**src/rtl/spireq_pkg.sv**
```systemverilog
package spireq_pkg;
  typedef enum logic [2:0] {
    ST_IDLE = 3'd0,
    ST_HEAD = 3'd1,
    ST_PHDR = 3'd2,
    ST_BODY = 3'd3,
    ST_HOLD = 3'd4
  } rx_state_e;

  localparam int unsigned SIZE_W = 17;
endpackage

```
**src/rtl/spireq_front.sv**
```systemverilog
module spireq_front #(
  parameter logic [7:0] STALL = 8'hFD
) (
  input  logic       clk,
  input  logic       rst_n,
  input  logic       sclk,
  input  logic       cs_n,
  input  logic       mosi,
  output logic       cs_fall,
  output logic       cs_high,
  output logic       byte_stb,
  output logic [7:0] byte_data,
  output logic       miso
);
  logic [1:0] sclk_sy, cs_sy, mosi_sy;
  logic       sclk_p, cs_p;
  logic [2:0] bit_q, bit_d;
  logic [6:0] rsh_q, rsh_d;
  logic       stb_q, stb_d;
  logic [7:0] byte_q, byte_d;
  logic [7:0] tsh_q, tsh_d;
  logic [2:0] tcnt_q, tcnt_d;
  logic       rise, fall;

  always_ff @(posedge clk or negedge rst_n) begin
    if (!rst_n) begin
      sclk_sy <= 2'b00;
      cs_sy   <= 2'b11;
      mosi_sy <= 2'b00;
      sclk_p  <= 1'b0;
      cs_p    <= 1'b1;
    end else begin
      sclk_sy <= {sclk_sy[0], sclk};
      cs_sy   <= {cs_sy[0], cs_n};
      mosi_sy <= {mosi_sy[0], mosi};
      sclk_p  <= sclk_sy[1];
      cs_p    <= cs_sy[1];
    end
  end

  assign rise    = sclk_sy[1] & ~sclk_p;
  assign fall    = ~sclk_sy[1] & sclk_p;
  assign cs_high = cs_sy[1];
  assign cs_fall = cs_p & ~cs_sy[1];

  always_comb begin
    bit_d  = bit_q;
    rsh_d  = rsh_q;
    stb_d  = 1'b0;
    byte_d = byte_q;
    tsh_d  = tsh_q;
    tcnt_d = tcnt_q;
    if (cs_high) begin
      bit_d  = '0;
      tsh_d  = STALL;
      tcnt_d = '0;
    end else begin
      if (rise) begin
        rsh_d = {rsh_q[5:0], mosi_sy[1]};
        bit_d = bit_q + 3'd1;
        if (bit_q == 3'd7) begin
          stb_d  = 1'b1;
          byte_d = {rsh_q, mosi_sy[1]};
        end
      end
      if (fall) begin
        tcnt_d = tcnt_q + 3'd1;
        tsh_d  = (tcnt_q == 3'd7) ? STALL : {tsh_q[6:0], 1'b0};
      end
    end
  end

  always_ff @(posedge clk or negedge rst_n) begin
    if (!rst_n) begin
      bit_q  <= '0;
      rsh_q  <= '0;
      stb_q  <= 1'b0;
      byte_q <= '0;
      tsh_q  <= STALL;
      tcnt_q <= '0;
    end else begin
      bit_q  <= bit_d;
      rsh_q  <= rsh_d;
      stb_q  <= stb_d;
      byte_q <= byte_d;
      tsh_q  <= tsh_d;
      tcnt_q <= tcnt_d;
    end
  end

  assign byte_stb  = stb_q;
  assign byte_data = byte_q;
  assign miso      = tsh_q[7];
endmodule

```
**src/rtl/spireq_sizer.sv**
```systemverilog
module spireq_sizer
  import spireq_pkg::*;
#(
  parameter int unsigned HDR_BYTES   = 8,
  parameter int unsigned LEN_OFS     = 6,
  parameter logic [7:0]  PKT_VER     = 8'h03,
  parameter logic [7:0]  LEGACY_BASE = 8'hDC,
  parameter int unsigned BUF_BYTES   = 544
) (
  input  logic [HDR_BYTES-1:0][7:0] hdr,
  output logic                      is_pkt,
  output logic                      is_legacy,
  output logic [SIZE_W-1:0]         legacy_total,
  output logic                      legacy_ok,
  output logic [SIZE_W-1:0]         pkt_total,
  output logic                      pkt_ok
);
  logic [15:0] body_len;

  assign is_pkt       = (hdr[0] == PKT_VER);
  assign is_legacy    = (hdr[0] >= LEGACY_BASE);
  assign legacy_total = SIZE_W'(3) + SIZE_W'(hdr[2]);
  assign legacy_ok    = (legacy_total != '0) && (legacy_total <= SIZE_W'(BUF_BYTES));
  assign body_len     = {hdr[LEN_OFS+1], hdr[LEN_OFS]};
  assign pkt_total    = SIZE_W'(HDR_BYTES) + SIZE_W'(body_len);
  assign pkt_ok       = (pkt_total != '0) && (pkt_total <= SIZE_W'(BUF_BYTES));
endmodule

```
**src/rtl/spireq_timer.sv**
```systemverilog
module spireq_timer #(
  parameter int unsigned LIMIT = 2048000
) (
  input  logic clk,
  input  logic rst_n,
  input  logic run,
  input  logic restart,
  output logic expired
);
  localparam int unsigned CW = $clog2(LIMIT + 1);
  logic [CW-1:0] cnt_q, cnt_d;

  assign expired = (cnt_q == CW'(LIMIT - 1));

  always_comb begin
    cnt_d = cnt_q;
    if (restart || !run) cnt_d = '0;
    else if (!expired)   cnt_d = cnt_q + 1'b1;
  end

  always_ff @(posedge clk or negedge rst_n) begin
    if (!rst_n) cnt_q <= '0;
    else        cnt_q <= cnt_d;
  end
endmodule

```
**src/rtl/spireq_rx.sv**
```systemverilog
module spireq_rx
  import spireq_pkg::*;
#(
  parameter logic [7:0]  PKT_VER     = 8'h03,
  parameter logic [7:0]  LEGACY_BASE = 8'hDC,
  parameter int unsigned HDR_BYTES   = 8,
  parameter int unsigned LEN_OFS     = 6,
  parameter int unsigned BUF_BYTES   = 544,
  parameter int unsigned CLKS_PER_US = 250,
  parameter int unsigned TIMEOUT_US  = 8192,
  parameter logic [7:0]  STALL       = 8'hFD,
  localparam int unsigned AW    = $clog2(BUF_BYTES),
  localparam int unsigned LW    = $clog2(BUF_BYTES + 1),
  localparam int unsigned LIMIT = CLKS_PER_US * TIMEOUT_US
) (
  input  logic          clk,
  input  logic          rst_n,
  input  logic          spi_sclk,
  input  logic          spi_cs_n,
  input  logic          spi_mosi,
  output logic          spi_miso,
  output logic          req_valid,
  output logic [LW-1:0] req_len,
  output logic          req_pkt,
  input  logic          req_ack,
  input  logic [AW-1:0] rd_addr,
  output logic [7:0]    rd_data
);
  logic        cs_fall, cs_high, byte_stb;
  logic [7:0]  byte_data;
  logic        tmr_exp, tmr_restart, rx_active;

  rx_state_e   st_q, st_d;
  logic [LW-1:0] ptr_q, ptr_d, cnt_nx, exp_q, exp_d, len_q, len_d;
  logic        kind_q, kind_d, valid_q, valid_d, wr_en, finish;

  logic [HDR_BYTES-1:0][7:0] hdr_q, hdr_v;
  logic        is_pkt, is_legacy, legacy_ok, pkt_ok;
  logic [SIZE_W-1:0] legacy_total, pkt_total;

  logic [7:0]  mem [BUF_BYTES];

  spireq_front #(.STALL(STALL)) u_front (
    .clk(clk), .rst_n(rst_n), .sclk(spi_sclk), .cs_n(spi_cs_n), .mosi(spi_mosi),
    .cs_fall(cs_fall), .cs_high(cs_high), .byte_stb(byte_stb),
    .byte_data(byte_data), .miso(spi_miso)
  );

  spireq_timer #(.LIMIT(LIMIT)) u_timer (
    .clk(clk), .rst_n(rst_n), .run(rx_active), .restart(tmr_restart), .expired(tmr_exp)
  );

  assign rx_active = (st_q == ST_HEAD) || (st_q == ST_PHDR) || (st_q == ST_BODY);

  // header view including the byte arriving this cycle
  for (genvar g = 0; g < HDR_BYTES; g++) begin : g_hdr
    assign hdr_v[g] = (byte_stb && rx_active && (ptr_q == LW'(g))) ? byte_data : hdr_q[g];
  end

  spireq_sizer #(
    .HDR_BYTES(HDR_BYTES), .LEN_OFS(LEN_OFS), .PKT_VER(PKT_VER),
    .LEGACY_BASE(LEGACY_BASE), .BUF_BYTES(BUF_BYTES)
  ) u_sizer (
    .hdr(hdr_v), .is_pkt(is_pkt), .is_legacy(is_legacy),
    .legacy_total(legacy_total), .legacy_ok(legacy_ok),
    .pkt_total(pkt_total), .pkt_ok(pkt_ok)
  );

  always_comb begin
    st_d        = st_q;
    ptr_d       = ptr_q;
    exp_d       = exp_q;
    kind_d      = kind_q;
    len_d       = len_q;
    valid_d     = 1'b0;
    wr_en       = 1'b0;
    tmr_restart = 1'b0;
    finish      = 1'b0;
    cnt_nx      = ptr_q + 1'b1;
    unique case (st_q)
      ST_IDLE: begin
        if (cs_fall) begin
          st_d        = ST_HEAD;
          ptr_d       = '0;
          tmr_restart = 1'b1;
        end
      end
      ST_HEAD, ST_PHDR, ST_BODY: begin
        if (cs_high || tmr_exp) begin
          st_d = ST_IDLE;
        end else if (byte_stb) begin
          wr_en = 1'b1;
          ptr_d = cnt_nx;
          if (st_q == ST_HEAD && cnt_nx == LW'(3)) begin
            if (is_pkt) begin
              st_d        = ST_PHDR;
              kind_d      = 1'b1;
              tmr_restart = 1'b1;
            end else if (is_legacy && legacy_ok) begin
              kind_d      = 1'b0;
              exp_d       = legacy_total[LW-1:0];
              tmr_restart = 1'b1;
              if (legacy_total == SIZE_W'(3)) finish = 1'b1;
              else                            st_d   = ST_BODY;
            end else begin
              st_d = ST_IDLE;
            end
          end else if (st_q == ST_PHDR && cnt_nx == LW'(HDR_BYTES)) begin
            if (!pkt_ok) begin
              st_d = ST_IDLE;
            end else begin
              exp_d       = pkt_total[LW-1:0];
              tmr_restart = 1'b1;
              if (pkt_total == SIZE_W'(HDR_BYTES)) finish = 1'b1;
              else                                 st_d   = ST_BODY;
            end
          end else if (st_q == ST_BODY && cnt_nx == exp_q) begin
            finish = 1'b1;
          end
        end
      end
      ST_HOLD: begin
        if (req_ack) st_d = ST_IDLE;
      end
      default: st_d = ST_IDLE;
    endcase
    if (finish) begin
      st_d    = ST_HOLD;
      valid_d = 1'b1;
      len_d   = cnt_nx;
    end
  end

  always_ff @(posedge clk or negedge rst_n) begin
    if (!rst_n) begin
      st_q    <= ST_IDLE;
      ptr_q   <= '0;
      exp_q   <= '0;
      kind_q  <= 1'b0;
      len_q   <= '0;
      valid_q <= 1'b0;
      hdr_q   <= '0;
    end else begin
      st_q    <= st_d;
      ptr_q   <= ptr_d;
      exp_q   <= exp_d;
      kind_q  <= kind_d;
      len_q   <= len_d;
      valid_q <= valid_d;
      if (wr_en) hdr_q <= hdr_v;
    end
  end

  always_ff @(posedge clk) begin
    if (wr_en) mem[ptr_q[AW-1:0]] <= byte_data;
  end

  assign rd_data   = (rd_addr < AW'(BUF_BYTES)) ? mem[rd_addr] : 8'h00;
  assign req_valid = valid_q;
  assign req_len   = len_q;
  assign req_pkt   = kind_q;
endmodule

```
**config.mk**
```make
export PLATFORM = sky130hd
export DESIGN_NAME = spireq_rx
export DESIGN_NICKNAME = d
export VERILOG_FILES = /design/src/rtl/spireq_pkg.sv /design/src/rtl/spireq_front.sv /design/src/rtl/spireq_sizer.sv /design/src/rtl/spireq_timer.sv /design/src/rtl/spireq_rx.sv
export SDC_FILE = /design/constraint.sdc
export NUM_CORES = 2
export LEC_CHECK = 0
export BUFFER_PORTS_ARGS = -buffer_cell sky130_fd_sc_hd__buf_2
export CORE_MARGIN = 2
export CORE_UTILIZATION = 28
export CTS_CLUSTER_DIAMETER = 50
export DETAILED_ROUTE_END_ITERATION = 10
export PLACE_DENSITY = 0.38
export SETUP_SLACK_MARGIN = 0.15
export SYNTH_ARGS = -nofsm -noshare
export SYNTH_HDL_FRONTEND = slang
export SYNTH_HIERARCHICAL = 1
export SYNTH_MEMORY_MAX_BITS = 65536
export SYNTH_SLANG_ARGS = --single-unit
```
**constraint.sdc**
```tcl
create_clock -name clk -period 16.55 [get_ports clk]
set_input_delay 0.8275 -clock clk [delete_from_list [all_inputs] [get_ports clk]]
set_output_delay 0.8275 -clock clk [all_outputs]
set_load 0.02 [all_outputs]
```
==> metrics.yaml <==
dp_slack_ps: 8630
rsz0062_at_grt: "no"
syn_to_final_growth_pct: 16.7
vias_per_cell: 5.04
io_buffers: 36
synth_area_per_cell_um2: 21.1
yosys_warnings: 6
drcViolationCount: 0
dieArea_um2: 636000
rrSetupSlack_ps: 9990
dr_total_vias: 88700
cp_common_cell: "buf_4"
clk_pin_slew_ps: 50
crit_arrival_ps: 7160
worstSetupStartpointType: "input port"
finClkSkew_ps: 52.4
fmax_mhz: 125
maxSlewViolCount: 0
wl_per_cell_um: 34.3
seqCellArea_um2: 134000
grt_pass1_vias: 91400
powerDensity_nw_per_um2: 124
grt_max_degree: 201
ir_drop_mv: 0.101
drtIter0Drc: 9516
grt-ovfl-total: 0
clk_latency_ps: 1110
fin_setup_tns_ps: 0
fin_cells: 17600
tightest_slew_ps: 1390
drive_gt1_share_pct: 27.3
cts_setup_buffers: 0
crit_fanout: 95
ctsHtreeMaxLevel: 6
finalWorstSetupSlack_ps: 8560
cts_resized: 0
coreArea_um2: 628000
critical_path_required_ps: 15720
placed_cells: 16500
period_needed_ps: 7990
ios: 37
die_w_um: 797
multiInputGateArea_um2: 39600
num-fill-cells: 59600
grt_usage_pct: 18.6
path_cells: "buf_8, buf_4, buf_12, buf_4, buf_4, mux4_2, mux4_2, nor2_1, nor3_1, nor4_1, o221ai_1, buf_4, buf_2"
fin_crit_sh_pct: 48.3
cts_buffers: 579
num_rows: 291
antenna_found_initial: 71
hpwl_mm: 379
r2r_cells: 18
wl_mm: 603
die_y_um: 797
maxSlewHeadroom_pct: 6.80
setup.worst_path.class: "in2out"
clockRootBuffer: "clkbuf_16"
setup_viol: 0
clk_path_buf_depth: 4
endpoint_kind: "primary output"
p_leak_nw: 58.2
initial_core_util_pct: 28.1
outcome: "complete, no violations"
cts_tree: "done"
critPathMaxStageDelay_ps: 1040
syn_area_um2: 176000
gp_congestion: 0.773
clock_sinks: 4478
grt_pass1_wl_mm: 815
hold_viol_final: 0
rr_startpoint: "ptr_q[5]"
antenna_left: 0
holdBufCountCts: 5
maxCapViolations: 0
cp_slowest_cell: "o221ai_1"
reg2reg_to: "st_q[0]"
hold_path.class: "in2async"
drt-pass1-iter-count: 5
fin_nets: 8779
syn_inst: 8338
==> stage by stage <==
stage               hold WS (ps)  util, %  instance area, um^2  total power, mW
finish                       271     32.8               206000             25.4
global route                 280     32.8               206000             26.2
CTS                          210     32.8               206000             25.7
detailed placement           348     29.7               187000             13.2
floorplan                    331        -               176000             12.9
global placement             347     29.7               187000             13.2
==> cell usage in the layout, fill, tap and decap left out, types with 23 or more instances in the layout <==
master      instances
clkbuf_1          103
nand2_1           254
diode_2            28
o21ai_0            56
nor2_1            632
clkbuf_16         583
nor4_1             27
nand3_1            44
mux4_2           1150
xnor2_1            24
bufinv_16          56
buf_4             283
dfrtp_1           108
a22oi_1            83
a21oi_1           111
clkinvlp_4         34
mux2_2             51
o221ai_1           72
buf_2              28
nor3_1             49
clkinv_1           79
edfxtp_1         4352
clkinv_2           88
inv_1              23
inv_6              46
a211oi_1           24
mux2i_1           243
o22ai_1            65
==> sequential cells by signal, indices dropped and copies added, names as in the netlist <==
| register | count |
|---|---|
| st_q | 3 |
| u_timer/cnt_q | 21 |
| u_front/sclk_p | 1 |
| ptr_q | 10 |
| u_front/bit_q | 3 |
| u_front/rsh_q | 7 |
| u_front/cs_p | 1 |
| u_front/tcnt_q | 3 |
| req_pkt | 1 |
| hdr_q | 32 |
| req_valid | 1 |
| u_front/byte_data | 8 |
| u_front/byte_stb | 1 |
| mem | 4352 |
| u_front/cs_sy | 2 |
| u_front/tsh_q | 8 |
| exp_q | 10 |
| u_front/mosi_sy | 2 |
| req_len | 10 |
| u_front/sclk_sy | 2 |
==> critical path, delay by kind of cell <==
kind	cells	cell delay (ps)
and+or+nand+nor	3	1010
AOI/OAI and AO/OA	1	1040
buffers and inverters	7	3210
muxes	2	640
==> where the power goes <==
| part | internal [mW] | total (mW) | switching, mW |
|---|---|---|---|
| combinational | 0.206 | 0.681 | 0.475 |
| sequential | 12.3 | 12.3 | 0.0145 |
| clock | 7.41 | 12.5 | 5.06 |
| total | 19.9 | 25.4 | 5.55 |
==> worst max path at each step <==
stage	to	cells after the start	from
global route	rd_data[7]	13	rd_addr[1]
CTS	rd_data[5]	11	rd_addr[1]
detailed placement	rd_data[5]	11	rd_addr[1]
global placement	rd_data[7]	13	rd_addr[1]
floorplan	req_len[4]	14	u_front/byte_data[3]
finish	rd_data[7]	13	rd_addr[1]
==> layer usage <==
metal,vias up,GRT usage (%),part of all wire (%)
met4,4,3.73,1.9
met1,49300,26.3,44
li1,35800,-,-
met5,-,0,0.0036
met3,656,2.83,6.0
met2,2917,30.4,48
==> final cells by class <==
cell class              count  area share, %
repair buffers            341           1.35
well taps                8350           5.08
clock buffers             687           7.29
inverters                  26         0.0547
diodes                     28         0.0341
clock inverters           354           1.89
multi-input cells        3324           19.2
flip-flops and latches   4478           65.1
(Power assumes the default switching activity.)
